[src/rtl/xbc_pkg.sv]
package xbc_pkg;
  localparam int CNT_W = 16;
  localparam int ADDR_W = 7;
  localparam logic [ADDR_W-1:0] ADDR_CNT = 7'h22;
  localparam logic [ADDR_W-1:0] ADDR_CFG = 7'h21;
  localparam logic [ADDR_W-1:0] ADDR_IRQ = 7'h24;
  localparam int CFG_CNT_EN = 2;
  localparam int CFG_BUF = 1;
  localparam int CFG_DIR = 0;
  localparam int IRQ_EOT = 2;
  localparam int IRQ_RANGE = 3;

  typedef struct packed {
    logic wrCount;
    logic clrMoved;
    logic advance;
  } ctlStrobes_t;
endpackage

[src/rtl/xbc_datapath.sv]
module xbc_datapath
  import xbc_pkg::*;
#(
  parameter int CW = CNT_W,
  parameter int BEAT_BYTES = 2,
  parameter logic [CW-1:0] ITL_MAX = 16'h0800,
  parameter logic [CW-1:0] ATL_MAX = 16'h1000
) (
  input  logic          clk,
  input  logic          rstN,
  input  ctlStrobes_t   strobes,
  input  logic [CW-1:0] wrData,
  input  logic          bufSel,
  output logic [CW-1:0] countVal,
  output logic          limitOk,
  output logic          countZero,
  output logic          reachEnd
);
  localparam int MW = CW + 1;

  logic [CW-1:0] countReg;
  logic [MW-1:0] moved;
  logic [MW-1:0] movedNext;
  logic [CW-1:0] limitSel;

  assign limitSel = bufSel ? ATL_MAX : ITL_MAX;
  assign limitOk = (wrData <= limitSel);
  assign countZero = (countReg == '0);
  assign movedNext = moved + MW'(BEAT_BYTES);
  assign reachEnd = (movedNext >= {1'b0, countReg});
  assign countVal = countReg;

  always_ff @(posedge clk) begin
    if (!rstN) begin
      countReg <= '0;
      moved <= '0;
    end else begin
      if (strobes.wrCount) countReg <= wrData;
      if (strobes.clrMoved) moved <= '0;
      else if (strobes.advance) moved <= movedNext;
    end
  end
endmodule

[src/rtl/xbc_ctrl.sv]
module xbc_ctrl
  import xbc_pkg::*;
#(
  parameter int CW = CNT_W
) (
  input  logic          clk,
  input  logic          rstN,
  input  logic          cmdValid,
  input  logic [7:0]    cmdCode,
  input  logic [CW-1:0] cmdWData,
  input  logic          dmaEnable,
  input  logic          beatValid,
  input  logic          extEot,
  input  logic [CW-1:0] countVal,
  input  logic          limitOk,
  input  logic          countZero,
  input  logic          reachEnd,
  output ctlStrobes_t   strobes,
  output logic [2:0]    cfgBits,
  output logic [CW-1:0] rdData,
  output logic          dmaReq,
  output logic          eotIrq,
  output logic          rangeErr,
  output logic          bufStatusPulse
);
  logic isWr, isRd;
  logic [ADDR_W-1:0] addr;
  logic enPrev, active, start, finish, cntWrite, irqClr;

  assign isWr = cmdValid && cmdCode[7];
  assign isRd = cmdValid && !cmdCode[7];
  assign addr = cmdCode[ADDR_W-1:0];
  assign cntWrite = isWr && (addr == ADDR_CNT);
  assign irqClr = isWr && (addr == ADDR_IRQ);
  assign start = dmaEnable && !enPrev;
  assign finish = active && dmaEnable &&
                  (cfgBits[CFG_CNT_EN] ? (beatValid && reachEnd) : extEot);

  always_comb begin
    strobes.wrCount = cntWrite && limitOk;
    strobes.clrMoved = start;
    strobes.advance = active && beatValid && !start;
  end

  always_comb begin
    rdData = '0;
    if (isRd) begin
      case (addr)
        ADDR_CNT: rdData = countVal;
        ADDR_CFG: rdData = CW'(cfgBits);
        ADDR_IRQ: begin
          rdData[IRQ_EOT] = eotIrq;
          rdData[IRQ_RANGE] = rangeErr;
        end
        default: rdData = '0;
      endcase
    end
  end

  always_ff @(posedge clk) begin
    if (!rstN) begin
      cfgBits <= '0;
      enPrev <= 1'b0;
      active <= 1'b0;
      eotIrq <= 1'b0;
      rangeErr <= 1'b0;
      bufStatusPulse <= 1'b0;
    end else begin
      enPrev <= dmaEnable;
      if (isWr && addr == ADDR_CFG) cfgBits <= cmdWData[2:0];
      if (!dmaEnable) active <= 1'b0;
      else if (start) active <= cfgBits[CFG_CNT_EN] ? !countZero : 1'b1;
      else if (finish) active <= 1'b0;
      bufStatusPulse <= finish;
      if (finish) eotIrq <= 1'b1;
      else if (irqClr && cmdWData[IRQ_EOT]) eotIrq <= 1'b0;
      if (cntWrite && !limitOk) rangeErr <= 1'b1;
      else if (irqClr && cmdWData[IRQ_RANGE]) rangeErr <= 1'b0;
    end
  end

  assign dmaReq = active;
endmodule

[src/rtl/xfer_byte_counter.sv]
module xfer_byte_counter
  import xbc_pkg::*;
#(
  parameter int CW = CNT_W,
  parameter int BEAT_BYTES = 2,
  parameter logic [CW-1:0] ITL_MAX = 16'h0800,
  parameter logic [CW-1:0] ATL_MAX = 16'h1000
) (
  input  logic          clk,
  input  logic          rstN,
  input  logic          cmdValid,
  input  logic [7:0]    cmdCode,
  input  logic [CW-1:0] cmdWData,
  output logic [CW-1:0] rdData,
  input  logic          dmaEnable,
  input  logic          beatValid,
  input  logic          extEot,
  output logic          dmaReq,
  output logic          eotIrq,
  output logic          rangeErr,
  output logic          bufStatusPulse,
  output logic          bufSel,
  output logic          dirWrite
);
  ctlStrobes_t strobes;
  logic [2:0] cfgBits;
  logic [CW-1:0] countVal;
  logic limitOk, countZero, reachEnd;

  xbc_ctrl #(.CW(CW)) u_ctrl (
    .clk(clk), .rstN(rstN), .cmdValid(cmdValid), .cmdCode(cmdCode),
    .cmdWData(cmdWData), .dmaEnable(dmaEnable), .beatValid(beatValid),
    .extEot(extEot), .countVal(countVal), .limitOk(limitOk),
    .countZero(countZero), .reachEnd(reachEnd), .strobes(strobes),
    .cfgBits(cfgBits), .rdData(rdData), .dmaReq(dmaReq), .eotIrq(eotIrq),
    .rangeErr(rangeErr), .bufStatusPulse(bufStatusPulse)
  );

  xbc_datapath #(.CW(CW), .BEAT_BYTES(BEAT_BYTES), .ITL_MAX(ITL_MAX),
                 .ATL_MAX(ATL_MAX)) u_dp (
    .clk(clk), .rstN(rstN), .strobes(strobes), .wrData(cmdWData),
    .bufSel(cfgBits[CFG_BUF]), .countVal(countVal), .limitOk(limitOk),
    .countZero(countZero), .reachEnd(reachEnd)
  );

  assign bufSel = cfgBits[CFG_BUF];
  assign dirWrite = cfgBits[CFG_DIR];
endmodule

[config.mk]
export PLATFORM = sky130hd
export DESIGN_NAME = xfer_byte_counter
export DESIGN_NICKNAME = d
export VERILOG_FILES = /design/src/rtl/xbc_pkg.sv /design/src/rtl/xbc_datapath.sv /design/src/rtl/xbc_ctrl.sv /design/src/rtl/xfer_byte_counter.sv
export SDC_FILE = /design/constraint.sdc
export NUM_CORES = 1
export LEC_CHECK = 0
export BUFFER_PORTS_ARGS = -buffer_cell sky130_fd_sc_hd__buf_4
export CAP_MARGIN = 10
export CORE_MARGIN = 2
export CORE_UTILIZATION = 34
export CTS_CLUSTER_SIZE = 14
export DETAILED_ROUTE_END_ITERATION = 6
export PLACE_DENSITY_LB_ADDON = 0.2
export SLEW_MARGIN = 20
export SYNTH_ARGS = -nofsm -noshare
export SYNTH_HDL_FRONTEND = slang
export SYNTH_SLANG_ARGS = --single-unit
[constraint.sdc]
create_clock -name clk -period 6.45 [get_ports clk]
set_input_delay 1.29 -clock clk [delete_from_list [all_inputs] [get_ports clk]]
set_output_delay 1.29 -clock clk [all_outputs]
set_load 0.01 [all_outputs]
-- Yosys cells after proc, flatten, opt, wreduce, memory -nomap -nowiden
Index checks and enable logic that the tools add are counted.
- register bits: 41
- output and inout bits: 22
- reductions and logical operators: 26
- $lt $le $gt $ge: 2
- equality and inequality tests: 3
- bitwise operators: 1
- $add $sub $neg: 1
- multiplexer cells: 13
- operators by type and width (cell ; count):
    == test 7 x 6 -> 1 bit, second input constant ; 3
    adder 17 x 2 -> 17 bit, second input constant ; 1
    >= comparator 17 x 16 -> 1 bit ; 1
    less-or-equal comparator 16 bit ; 1
    zero test 16 bit ; 1
    2-to-1 mux 16 bit ; 1
    logical AND 1 bit ; 15
    2-to-1 mux 13 bit ; 1
    2-to-1 mux 12 bit ; 1
    2-to-1 mux 1 bit ; 8
    one-hot mux 2 bit (3 select lines) ; 1
    nonzero test 2 bit ; 3
    zero test 1 bit ; 5
    one-hot mux 2 bit (2 select lines) ; 1
    AND reduction 2 bit ; 1
    OR reduction 2 bit ; 1
    NOT 1 bit ; 1

-- Logic depth before layout (Yosys ltp)
Gate-level depths: netlist of the first run.
- word-level depth: 7
- gate-level depth with buffers: 12

-- Cells and area by module
A second synthesis of the first run with hierarchy kept.
- cell total of the unflattened synthesis: 307
- area total of the unflattened synthesis: 2606.2 um^2
- modules (own cells, without submodules) (module ; times used ; seq. area each (um^2) ; area each (um^2) ; cells an instance):
    xbc_datapath ; 1 ; 640.6 ; 1995.7 ; 233
    xbc_ctrl ; 1 ; 160.2 ; 610.6 ; 74

-- Least setup slack after synthesis of the first run
Ideal clock, no wire load.
- path kind: input -> output
- start: in cmdCode[3]
- end: out rdData[10]
- arrival time: 2.797 ns
- setup slack: 2.363 ns
- stages on the path: 5
- buffers on the path: 1
- cells stage by stage: or4b_4 > nor4b_4 > inv_1 > clkbuf_1 > nor3_1
- word-level cells in the longest chain between the ends: 3
- RTL lines (what ; RTL line ; text):
    start: declaration ; xfer_byte_counter.sv:12 ; input logic [7:0] cmdCode,
    == test 7 x 6 -> 1 bit ; xbc_ctrl.sv:48 ; case (addr)
    2-to-1 mux 12 bit ; xbc_ctrl.sv:48 ;
    2-to-1 mux 16 bit ; xbc_ctrl.sv:47 ; if (isRd) begin
    end: declaration ; xfer_byte_counter.sv:14 ; output logic [CW-1:0] rdData,
No other way between the ends.

-- Worst setup path in the final report of the first run
- start: in cmdCode[3]
- end: out rdData[2]
- word-level cells in the longest chain between the ends: 3
- elaborated cells between the ends (all ways): 5
- those cells by class: 3 x eq/ne; 2 x mux
- RTL lines (what ; RTL line):
    == test 7 x 6 -> 1 bit ; xbc_ctrl.sv:48
    one-hot mux 2 bit (3 select lines) (*) ; xbc_ctrl.sv:48
    2-to-1 mux 16 bit (*) ; xbc_ctrl.sv:47
Mark *: on every way between the ends. The rest lies on a longest branch, timed or not.

==> results of run 1 <==
## path summary, 6_finish.rpt
path / start / cells past startpoint / to
max reg2reg: u_dp.moved[1]$_SDFFE_PP0P_ / 12 / u_ctrl.eotIrq$_SDFFE_PN0P_
min: u_ctrl.eotIrq$_SDFFE_PN0P_ / 2 / u_ctrl.eotIrq$_SDFFE_PN0P_
min reg2reg: u_ctrl.eotIrq$_SDFFE_PN0P_ / 2 / u_ctrl.eotIrq$_SDFFE_PN0P_
max: cmdCode[3] / 6 / rdData[2]
## state kept, by name, indices dropped and copies added (netlist names)
signal and flops:
u_dp.countVal 16, u_dp.moved 16, u_ctrl.cfgBits 3, u_ctrl.bufStatusPulse 1, u_ctrl.dmaReq 1, u_ctrl.enPrev 1, u_ctrl.eotIrq 1, u_ctrl.rangeErr 1
## worst max-delay path: stages
cell	delay, ps
buf_4	110
or4b_4	550
nor4b_1	630
a22oi_1	180
a21oi_1	200
buf_4	150
## layout make-up
type / count / share of cell area
repair buffers: 51 / 0.125
multi-input cells: 229 / 0.504
inverters: 22 / 0.0269
well taps: 99 / 0.0404
flip-flops and latches: 40 / 0.261
clock buffers: 5 / 0.0225
clock inverters: 2 / 0.0196
## through the flow
| stage | setup WS, ps | power [mW] | utilization |
|---|---|---|---|
| 6_report | 2050 | 0.526 | 0.427 |
| 5_1_grt | 1890 | 0.542 | 0.427 |
| 4_1_cts | 2040 | 0.532 | 0.427 |
| 3_5_place_dp | 2040 | 0.291 | 0.409 |
| 3_3_place_gp | 2100 | 0.291 | 0.409 |
| 2_1_floorplan | 2360 | 0.269 | - |
## placed cells by master, fill, tap and decap left out, types with 2 or more instances in the layout
master,instances
inv_1,22
nand2b_1,6
and2_1,2
and4_1,3
mux2i_1,16
nand3_1,13
ha_1,18
nor3_1,16
nor2b_1,16
bufinv_16,2
or3_1,2
a21o_1,4
a21oi_1,8
buf_4,51
nor4_1,6
nand4_1,7
o21ai_0,10
a22oi_1,4
clkbuf_8,5
nor4b_1,3
nand2_1,25
nor2_1,29
and3_1,4
xnor2_1,11
xor2_1,15
dfxtp_1,40
## layer usage
| layer | routed length, um | share of wire | vias to the layer above |
|---|---|---|---|
| li1 | - | - | 1135 |
| met2 | 2870 | 0.47 | 44 |
| met1 | 2940 | 0.48 | 1052 |
| met4 | 103 | 0.017 | 0 |
| met3 | 257 | 0.042 | 9 |
| met5 | 0 | 0 | - |
## where the power goes
part	switching, mW	internal [mW]	total, mW
clock	0.0879	0.152	0.240
sequential	0.00107	0.248	0.249
combinational	0.0177	0.0187	0.0363
## cells by family (layout without fill, tap and decap cells)
kind of cell	Yosys count	after routing
AO/OA/AOI/OAI	32	32
XOR/XNOR	26	26
adder cells (fa/ha/maj)	18	18
buffers and inverters	31	80
flip-flops	40	40
multiplexers	16	16
AND/OR/NAND/NOR	137	137
==> summary.txt, run 1 <==
Outcome
  • Status: complete, no violations

STA
  • Final setup viols: 0
  • Worst-Margin Slew: slightly below 1000 ps
  • Fin crit period: between 4000 and 5000 ps
  • Crit share post-route: 0.683
  • Slew Limit Headroom: 0.348
  • RSZ-0062 raised after global routing: false
  • Clock skew: ~4.5 ps
  • Pins Over Slew Limit: 0
  • WHS: between 400 and 500 ps
  • Max Freq: approximately 0.23 GHz
  • Final Hold Fails: 0
  • Setup TNS: 0 ps

Logic synthesis
  • Most frequent cell after synthesis: dfxtp_1
  • Net count after synthesis: 348
  • Synth area leaders: dfxtp_1 32%, ha_1 9.1%, mux2i_1 6.4%, xor2_1 5.3%, nor2_1 4.4%
  • Largest family of logic cells by synthesized area: simple AND/OR/NAND/NOR gates
  • Mux share of post-synthesis cell area: 0.0644
  • Synth Area in Simple Gates: 0.294
  • Count of different cell masters after synthesis: 37
  • Most used DFF post-synth: dfxtp_1
  • Yosys top cell area share: 0.322
  • Synth top cells by count: 40 x dfxtp_1, 29 x nor2_1, 25 x nand2_1
  • Xor and xnor area share after synthesis: 0.0916
  • Post-synthesis compound-gate area fraction: 0.0810
  • Number of synthesized flops with an enable pin: 0
  • Synth area leader: dfxtp_1
  • Synth warn: 0
  • #FFs+latches synth: 40
  • Ys async rst share: 0
  • Adder-Cell Fraction of Synth Area: 0.0906
  • Average size of a mapped cell: between 8 and 9 sq um
  • Seq/Total Area, Yosys: 0.322
  • Post-Syn Instances: 300
  • Cell area after synthesis: ~2500 sq um

Global routing
  • Met2 GRT Util: 0.273
  • Grt met3 use: 0.0268
  • Vias in the first global route: approximately 2200
  • Initial antenna violation count: 0
  • Largest net degree at the start of global routing: 22
  • First-pass GRT wire length: between 10 and 15 mm
  • Gr usage total: 0.164
  • Gr busiest metal: met2
  • Met1 global-route usage: 0.216
  • Total gr overflow: 0

CTS
  • Clk slew on worst S/H paths: ~80 ps
  • CTS sink count: 40
  • H-tree levels: 2
  • Post-CTS Resized: 0
  • Clock Latency Late Sink: 290 ps
  • Root buffer cell: clkbuf_8
  • Hold_buf cts: 0
  • Postcts setup bufs: 0
  • Clock Path Buffers: 2
  • TritonCTS Buffers: 5
  • CTS tree: built

Detailed routing
  • Drt first pass iters: 4
  • Vias post-DR: 2240
  • Final routed DRC violation total: 0
  • Vias/cell: around 5.0
  • Final WL: ~6 mm
  • Antenna violation net count after detailed routing: 0
  • Drt wl/cell: between 10 and 15 um
  • Initial drt markers: 68

Critical path
  • Worst Setup Start Kind: input port
  • Required @ worst endpoint: a little over 5000 ps
  • Critical Path AT: 3110 ps
  • Crit path max fanout: 4
  • Crit Path Category: in2out
  • Crit end category: primary output
  • R2R setup slack: 2730 ps

Place
  • GPL Wtd Cong: between 0.8 and 0.9
  • PortBufs: a little over 50
  • Placed cell count: 441
  • DP HPWL: between 4 and 5 mm
  • Dpl cell area: 2940 sq um

Layout
  • Diode count: 0
  • Multi-input logic area: roughly 1500 sq um
  • Synth-to-layout area growth: 23.3%
  • FILL cells: about 750
  • FF/Latch Area: about 800 sq um
  • Nets@finish: just under 400
  • Final instance area: between 3000 and 4000 sq um
  • Fraction of layout cells with a size suffix above 1: 0.172
  • Non-Filler Instances: between 400 and 500

Power
  • Cell Pwr Density: 172 nW/um^2
  • Maximum VDD drop: just over 70 uV
  • Leak Pwr: around 1.2 nW

Floorplan
  • Row cnt: 31
  • Starting Density: 0.346
  • Full die area: roughly 8000 sq um
  • Core ar.: 7180 sq um
  • IO Pins: between 50 and 60
  • Die height: 89.5 um
  • Die X: 89.5 um

Hold path
  • Worst hold path class: reg2reg

Run
  • # Max-Cap Violations: 0
No activity file was read; power rests on OpenSTA's default activity.
==> run 2, diff against run 1 <==
Settings changed: ABC_AREA set to 1.
Clock period 6.45 ns to 3.88 ns, I/O delays scaled along.
==> summary.txt, run 2 <==
Outcome
  • Status: complete, no violations

Layout
  • Multi-input logic area: 1350 sq um (-13%)
  • FILL cells: 765 (+2.4%)
  • Core Util, Final: 0.443 (+0.0163)
  • Commonest non-fill, non-tap cell in the layout: inv_1
  • Nets@finish: 460 (+16%)
  • Synth-to-layout area growth: 24.7%
  • Non-Filler Instances: 509 (+14%)
  • Fraction of layout cells with a size suffix above 1: 0.182 (+0.00968)
  • Diode count: 0 (unchanged)
  • FF/Latch Area: 801 sq um (unchanged)
  • Most frequent cells in the layout: 73 x inv_1, 54 x buf_4, 47 x nand2_1

Critical path
  • Crit path max fanout: 3 (-1)
  • Required @ worst endpoint: 3100 ps (-2060 ps)
  • Setup crit start: cmdCode[0]
  • Crit end category: primary output
  • Most frequent CP cell: buf_4
  • Reg2Reg Launch Point: u_dp.moved[2]$_SDFFE_PP0P_
  • Worst Setup Start Kind: input port
  • Critical path depth: 7 (+1)
  • Crit Path Category: in2out
  • Worst path max stage delay: 470 ps (-160 ps)
  • R2R depth: 20 (+8)
  • Worst Setup EP: rdData[3]
  • R2R setup slack: 1130 ps (-1600 ps)
  • Crit-path cells: buf_4 > or2_2 > nor4_1 > inv_1 > nand3_1 > and3_1 > buf_4
  • Crit-path leading delay family: simple AND/OR/NAND/NOR gates
  • Buf+Inv Stages, Crit Path: 3 (+1)
  • Critical Path Slowest Stage Cell: nor4_1
  • R2R Path End: u_ctrl.dmaReq$_SDFFE_PN0P_
  • Critical Path AT: 2110 ps (-1000 ps)

Global routing
  • Vias in the first global route: 2217 (+1.7%)
  • Gr usage total: 0.166 (+0.00200)
  • Total gr overflow: 0 (unchanged)
  • Gr busiest metal: met2
  • Grt met3 use: 0.0323 (+0.00554)
  • First-pass GRT wire length: 10.2 mm (unchanged)
  • Met1 global-route usage: 0.217 (+0.00116)
  • Met2 GRT Util: 0.283 (+0.00950)
  • Initial antenna violation count: 0 (unchanged)
  • Largest net degree at the start of global routing: 28 (+27%)

Power
  • Reg power frac: 0.495 (+0.021)
  • Leak Pwr: 1.47 nW (+20%)
  • Switching share of total power: 0.237 (+0.0341)
  • Maximum VDD drop: 170 uV (+130%)
  • Cell Pwr Density: 275 nW/um^2 (+60%)
  • Clk pwr share: 0.407 (-0.050)
  • Total power: 841 uW (+60%)
  • Combinational power share: 0.098 (+0.029)
  • Psw: 199 uW (+87%)
  • Internal power: 642 uW (+53%)

Detailed routing
  • Final routed DRC violation total: 0 (unchanged)
  • Vias/cell: 4.67 (-6.5%)
  • Initial drt markers: 55 (-19%)
  • Drt first pass iters: 4 (unchanged)
  • Drt wl/cell: 12.2 um (-12%)
  • Final WL: 6.19 mm (+0.24%)
  • Antenna violation net count after detailed routing: 0 (unchanged)
  • Vias post-DR: 2379 (+6.2%)

Logic synthesis
  • Seq/Total Area, Yosys: 0.326 (+0.00410)
  • Yosys top cell area share: 0.326 (+0.00410)
  • Average size of a mapped cell: 6.86 sq um (-17%)
  • Count of different cell masters after synthesis: 32 (-14%)
  • #FFs+latches synth: 40 (unchanged)
  • Synth area leader: dfxtp_1
  • Ys async rst share: 0 (unchanged)
  • Net count after synthesis: 406 (+17%)
  • Synth area leaders: dfxtp_1 33%, inv_1 11%, ha_1 9.2%, a21oi_1 7.3%, o21ai_0 7.3%
  • Synth warn: 0 (unchanged)
  • Most frequent cell after synthesis: inv_1
  • Number of synthesized flops with an enable pin: 0 (unchanged)
  • Cell area after synthesis: 2450 sq um (-1.3%)
  • Post-Syn Instances: 358 (+19%)
  • Synth top cells by count: 73 x inv_1, 47 x nand2_1, 40 x dfxtp_1
  • Most used DFF post-synth: dfxtp_1

Floorplan
  • Starting Density: 0.355 (+0.00897)
  • Die height: 89.0 um (-0.60%)
  • IO Pins: 52 (unchanged)
  • Full die area: 7920 sq um (-1.2%)
  • Row cnt: 30 (-3.2%)
  • Die X: 89.0 um (-0.60%)
  • Core ar.: 6910 sq um (-3.7%)

STA
  • Worst-Margin Slew: 534 ps (-436 ps)
  • Final setup viols: 0 (unchanged)
  • Final Hold Fails: 0 (unchanged)
  • Clock skew: 7.99 ps (+3.46 ps)
  • RSZ-0062 raised after global routing: false
  • Fin worst setup slack: 998 ps (-1050 ps)
  • Pins Over Slew Limit: 0 (unchanged)
  • Crit share post-route: 0.743
  • Fin crit period: around 2900 ps
  • Setup TNS: 0 ps (unchanged)
  • Slew Limit Headroom: 0.641 (+0.293)
  • Max Freq: between 0.3 and 0.4 GHz

CTS
  • Hold_buf cts: 0 (unchanged)
  • Clock Path Buffers: 2 (unchanged)
  • H-tree levels: 2 (unchanged)
  • Clk slew on worst S/H paths: 80 ps (about the same)
  • Clock Latency Late Sink: 290 ps (about the same)
  • Post-CTS Resized: 0 (unchanged)
  • CTS tree: built
  • Root buffer cell: clkbuf_8
  • CTS sink count: 40 (unchanged)
  • Postcts setup bufs: 0 (unchanged)
  • TritonCTS Buffers: 5 (unchanged)

Place
  • GPL Wtd Cong: 0.836 (+4.3%)
  • Place WS: 1030 ps (-1010 ps)
  • DP HPWL: 5.02 mm (+4.4%)
  • PortBufs: 51 (unchanged)
  • Placed cell count: 501 (+14%)

Run
  • # Max-Cap Violations: 0 (unchanged)

Hold path
  • Worst hold path class: reg2reg
==> run 2: changes by cell type after synthesis, moves of 5 or more <==
cell	previous run	this run
a21oi_1	8	36
clkbuf_1	7	2
inv_1	22	73
mux2i_1	16	0
nand2_1	25	47
nand2b_1	6	0
nand3_1	13	7
nor2b_1	16	0
nor3_1	16	21
o21ai_0	10	36
xnor2_1	11	0
xor2_1	15	9
==> run 2: power groups by stage <==
stage / registers (mW) / logic (mW) / clock network, mW
after floorplan: 0.426 / 0.0407 / 0
after global placement: 0.426 / 0.0813 / 0
after detailed placement: 0.426 / 0.0822 / 0
after CTS: 0.416 / 0.0823 / 0.353
after global routing: 0.417 / 0.0935 / 0.367
final: 0.416 / 0.0822 / 0.342
==> run 2: worst min-delay path: stages (launching register included) <==
cell and delay [ps]:
dfxtp_1 320, inv_1 70, a21oi_1 60
==> run 2: layout make-up <==
type | instances | share of cell area
multi-input combinational | 238 | 0.441
inverter | 73 | 0.0895
timing repair buffer | 54 | 0.132
tap | 96 | 0.0392
sequential | 40 | 0.262
clock buffer | 5 | 0.0225
clock inverter | 3 | 0.0139
==> run 2: routing by layer <==
layer | vias up | share of wire
li1 | 1270 | -
met1 | 1046 | 0.49
met2 | 55 | 0.46
met3 | 8 | 0.037
met4 | 0 | 0.015
met5 | - | 0
==> run 2: through the flow <==
step / cell area, sq um / hold WS, ps
floorplan: 2450 / 464
CTS: 3060 / 481
detailed placement: 2950 / 467
global placement: 2950 / 467
finish: 3060 / 480
global route: 3060 / 514
==> run 2: kinds of logic (layout without fill, tap and decap cells) <==
group | count (synthesis) | count (layout) | synth area share
AOI/OAI and AO/OA | 82 | 82 | 0.178
xor gates and xnor gates | 9 | 9 | 0.0321
buffers and inverters | 80 | 135 | 0.124
and+or+nand+nor | 129 | 129 | 0.248
adders and majority gates | 18 | 18 | 0.0917
DFF | 40 | 40 | 0.326
==> run 2: worst min path at each step <==
stage          cells past startpoint                        endpoint                            from
2_1_floorplan                      2   u_dp.countVal[3]$_SDFFE_PN0P_   u_dp.countVal[3]$_SDFFE_PN0P_
3_3_place_gp                       2  u_ctrl.cfgBits[0]$_SDFFE_PN0P_  u_ctrl.cfgBits[0]$_SDFFE_PN0P_
3_5_place_dp                       2  u_ctrl.cfgBits[0]$_SDFFE_PN0P_  u_ctrl.cfgBits[0]$_SDFFE_PN0P_
4_1_cts                            2  u_ctrl.cfgBits[0]$_SDFFE_PN0P_  u_ctrl.cfgBits[0]$_SDFFE_PN0P_
5_1_grt                            2    u_ctrl.rangeErr$_SDFFE_PN0P_    u_ctrl.rangeErr$_SDFFE_PN0P_
6_report                           2  u_ctrl.cfgBits[0]$_SDFFE_PN0P_  u_ctrl.cfgBits[0]$_SDFFE_PN0P_
==> run 3, diff against run 2 <==
Clock period 3.88 ns to 2.85 ns, I/O delays scaled along.
==> summary.txt, run 3 (synthesis results as in run 2) <==
STA
  • RSZ-0062 raised after global routing: false
  • Fin worst setup slack: 339 ps (-658 ps)
  • Max Freq: around 0.40 GHz
  • Fin crit period: 2510 ps
  • Final Hold Fails: 0 (unchanged)
  • Slew Limit Headroom: 0.645 (+0.00438)
  • Crit share post-route: 0.881
  • Final setup viols: 0 (unchanged)
  • Worst-Margin Slew: 527 ps (-6.50 ps)
  • Setup TNS: 0 ps (unchanged)
  • Clock skew: 4.71 ps (-3.28 ps)
  • Pins Over Slew Limit: 0 (unchanged)

Hold path
  • Worst hold path class: reg2reg
  • Hold path start: u_ctrl.cfgBits[0]$_SDFFE_PN0P_
  • Hold Path End: u_ctrl.cfgBits[0]$_SDFFE_PN0P_
  • Worst Hold Path Cells: 2 (unchanged)

Place
  • Place WS: 98.3 ps (-935 ps)
  • PortBufs: 51 (unchanged)
  • GPL Wtd Cong: 0.861 (+3.0%)
  • DP HPWL: 5.01 mm (-0.14%)

CTS
  • CTS tree: built
  • CTS sink count: 40 (unchanged)
  • Clock Path Buffers: 2 (unchanged)
  • Root buffer cell: clkbuf_8
  • TritonCTS Buffers: 5 (unchanged)
  • H-tree levels: 2 (unchanged)
  • Clk slew on worst S/H paths: 80 ps (about the same)
  • Clock Latency Late Sink: 290 ps (about the same)

Global routing
  • Vias in the first global route: 2252 (+1.6%)
  • Initial antenna violation count: 0 (unchanged)
  • Total gr overflow: 0 (unchanged)
  • Gr usage total: 0.169 (+0.00262)
  • First-pass GRT wire length: 10.4 mm (+1.6%)
  • Largest net degree at the start of global routing: 28 (unchanged)

Detailed routing
  • Drt wl/cell: 12.1 um (-0.44%)
  • Initial drt markers: 70 (+27%)
  • Vias post-DR: 2396 (+0.71%)
  • Antenna violation net count after detailed routing: 0 (unchanged)
  • Vias/cell: 4.70 (+0.52%)
  • Final WL: 6.17 mm (-0.24%)
  • Drt first pass iters: 4 (unchanged)
  • Final routed DRC violation total: 0 (unchanged)

Critical path
  • Worst Setup Start Kind: input port
  • R2R Path End: u_ctrl.dmaReq$_SDFFE_PN0P_
  • Reg2Reg Launch Point: u_dp.moved[2]$_SDFFE_PP0P_
  • Required @ worst endpoint: 2280 ps (-820 ps)
  • Crit path max fanout: 3 (unchanged)
  • Crit Path Category: in2out
  • R2R depth: 24 (+20%)
  • Critical Path AT: 1940 ps (-170 ps)
  • Crit end category: primary output
  • R2R setup slack: 370 ps (-760 ps)

Power
  • Leak Pwr: 1.48 nW (+1.0%)
  • Cell Pwr Density: 378 nW/um^2 (+38%)
  • Total power: 1.17 mW (+39%)
  • Maximum VDD drop: 214 uV (+26%)

Floorplan
  • Core ar.: 6910 sq um (unchanged)
  • Die height: 89.0 um (unchanged)
  • IO Pins: 52 (unchanged)
  • Row cnt: 30 (unchanged)
  • Full die area: 7920 sq um (unchanged)
  • Die X: 89.0 um (unchanged)
  • Starting Density: 0.355 (unchanged)

Layout
  • Nets@finish: 461 (+0.22%)
  • Multi-input logic area: 1360 sq um (+1.0%)
  • FF/Latch Area: 802 sq um (+0.16%)
  • FILL cells: 747 (-2.4%)
  • Synth-to-layout area growth: 26.0%
  • Most frequent cells in the layout: 73 x inv_1, 55 x buf_4, 47 x nand2_1
  • Diode count: 0 (unchanged)
  • Fraction of layout cells with a size suffix above 1: 0.193 (+0.0116)
  • Commonest non-fill, non-tap cell in the layout: inv_1

Run
  • # Max-Cap Violations: 0 (unchanged)

Outcome
  • Status: complete, no violations
## run 3: how the worst max path moves through the flow
stage / startpoint / end / slack, ps / cells after the start
4_1_cts: u_dp.moved[2]$_SDFFE_PP0P_ / u_ctrl.dmaReq$_SDFFE_PN0P_ / 80 / 20
6_report: cmdCode[0] / rdData[3] / 340 / 7
3_5_place_dp: u_dp.moved[2]$_SDFFE_PP0P_ / u_ctrl.dmaReq$_SDFFE_PN0P_ / 100 / 20
3_3_place_gp: u_dp.moved[2]$_SDFFE_PP0P_ / u_ctrl.dmaReq$_SDFFE_PN0P_ / 170 / 20
5_1_grt: u_dp.moved[2]$_SDFFE_PP0P_ / u_ctrl.dmaReq$_SDFFE_PN0P_ / 40 / 22
2_1_floorplan: u_dp.moved[2]$_SDFFE_PP0P_ / u_ctrl.dmaReq$_SDFFE_PN0P_ / 430 / 20
## run 3: area by class of cell
| type | instances | share of cell area |
|---|---|---|
| inverters | 73 | 0.0886 |
| clock inverters | 2 | 0.0125 |
| multi-input cells | 238 | 0.441 |
| well taps | 96 | 0.0388 |
| flip-flops and latches | 40 | 0.259 |
| repair buffers | 55 | 0.133 |
| clock buffers | 6 | 0.0267 |
## run 3: critical path, stage by stage
cell	delay [ps]
buf_4	110
or2_2	280
nor4_1	460
nand2_1	110
o21ai_0	110
and3_1	180
buf_4	120
## run 3: per-layer routing
layer  wire, um  track usage
met1       3010        0.225
met2       2790        0.280
met3        293       0.0351
met4         70       0.0475
met5          0            0
## run 3: report_power, final
part           switching (mW)  internal, mW  total [mW]
Sequential            0.00367         0.563       0.567
Clock                   0.205         0.287       0.492
Combinational          0.0601        0.0513       0.111
Total                   0.269         0.901        1.17
## run 3: what timing repair did
item	4_1_cts	5_1_grt
hold buffers	0	0
endpoints found under the setup margin	0	3
endpoints found under the hold margin	0	0
gates resized for setup	0	6
setup buffers	0	1
## run 3: metrics by stage
stage | instances | util | hold slack (ps) | instance area (sq um)
3_3_place_gp | 501 | 0.427 | 466 | 2950
6_report | 510 | 0.448 | 490 | 3090
3_5_place_dp | 501 | 0.427 | 474 | 2950
5_1_grt | 510 | 0.448 | 513 | 3090
4_1_cts | 509 | 0.445 | 489 | 3070
2_1_floorplan | 358 | - | 464 | 2450
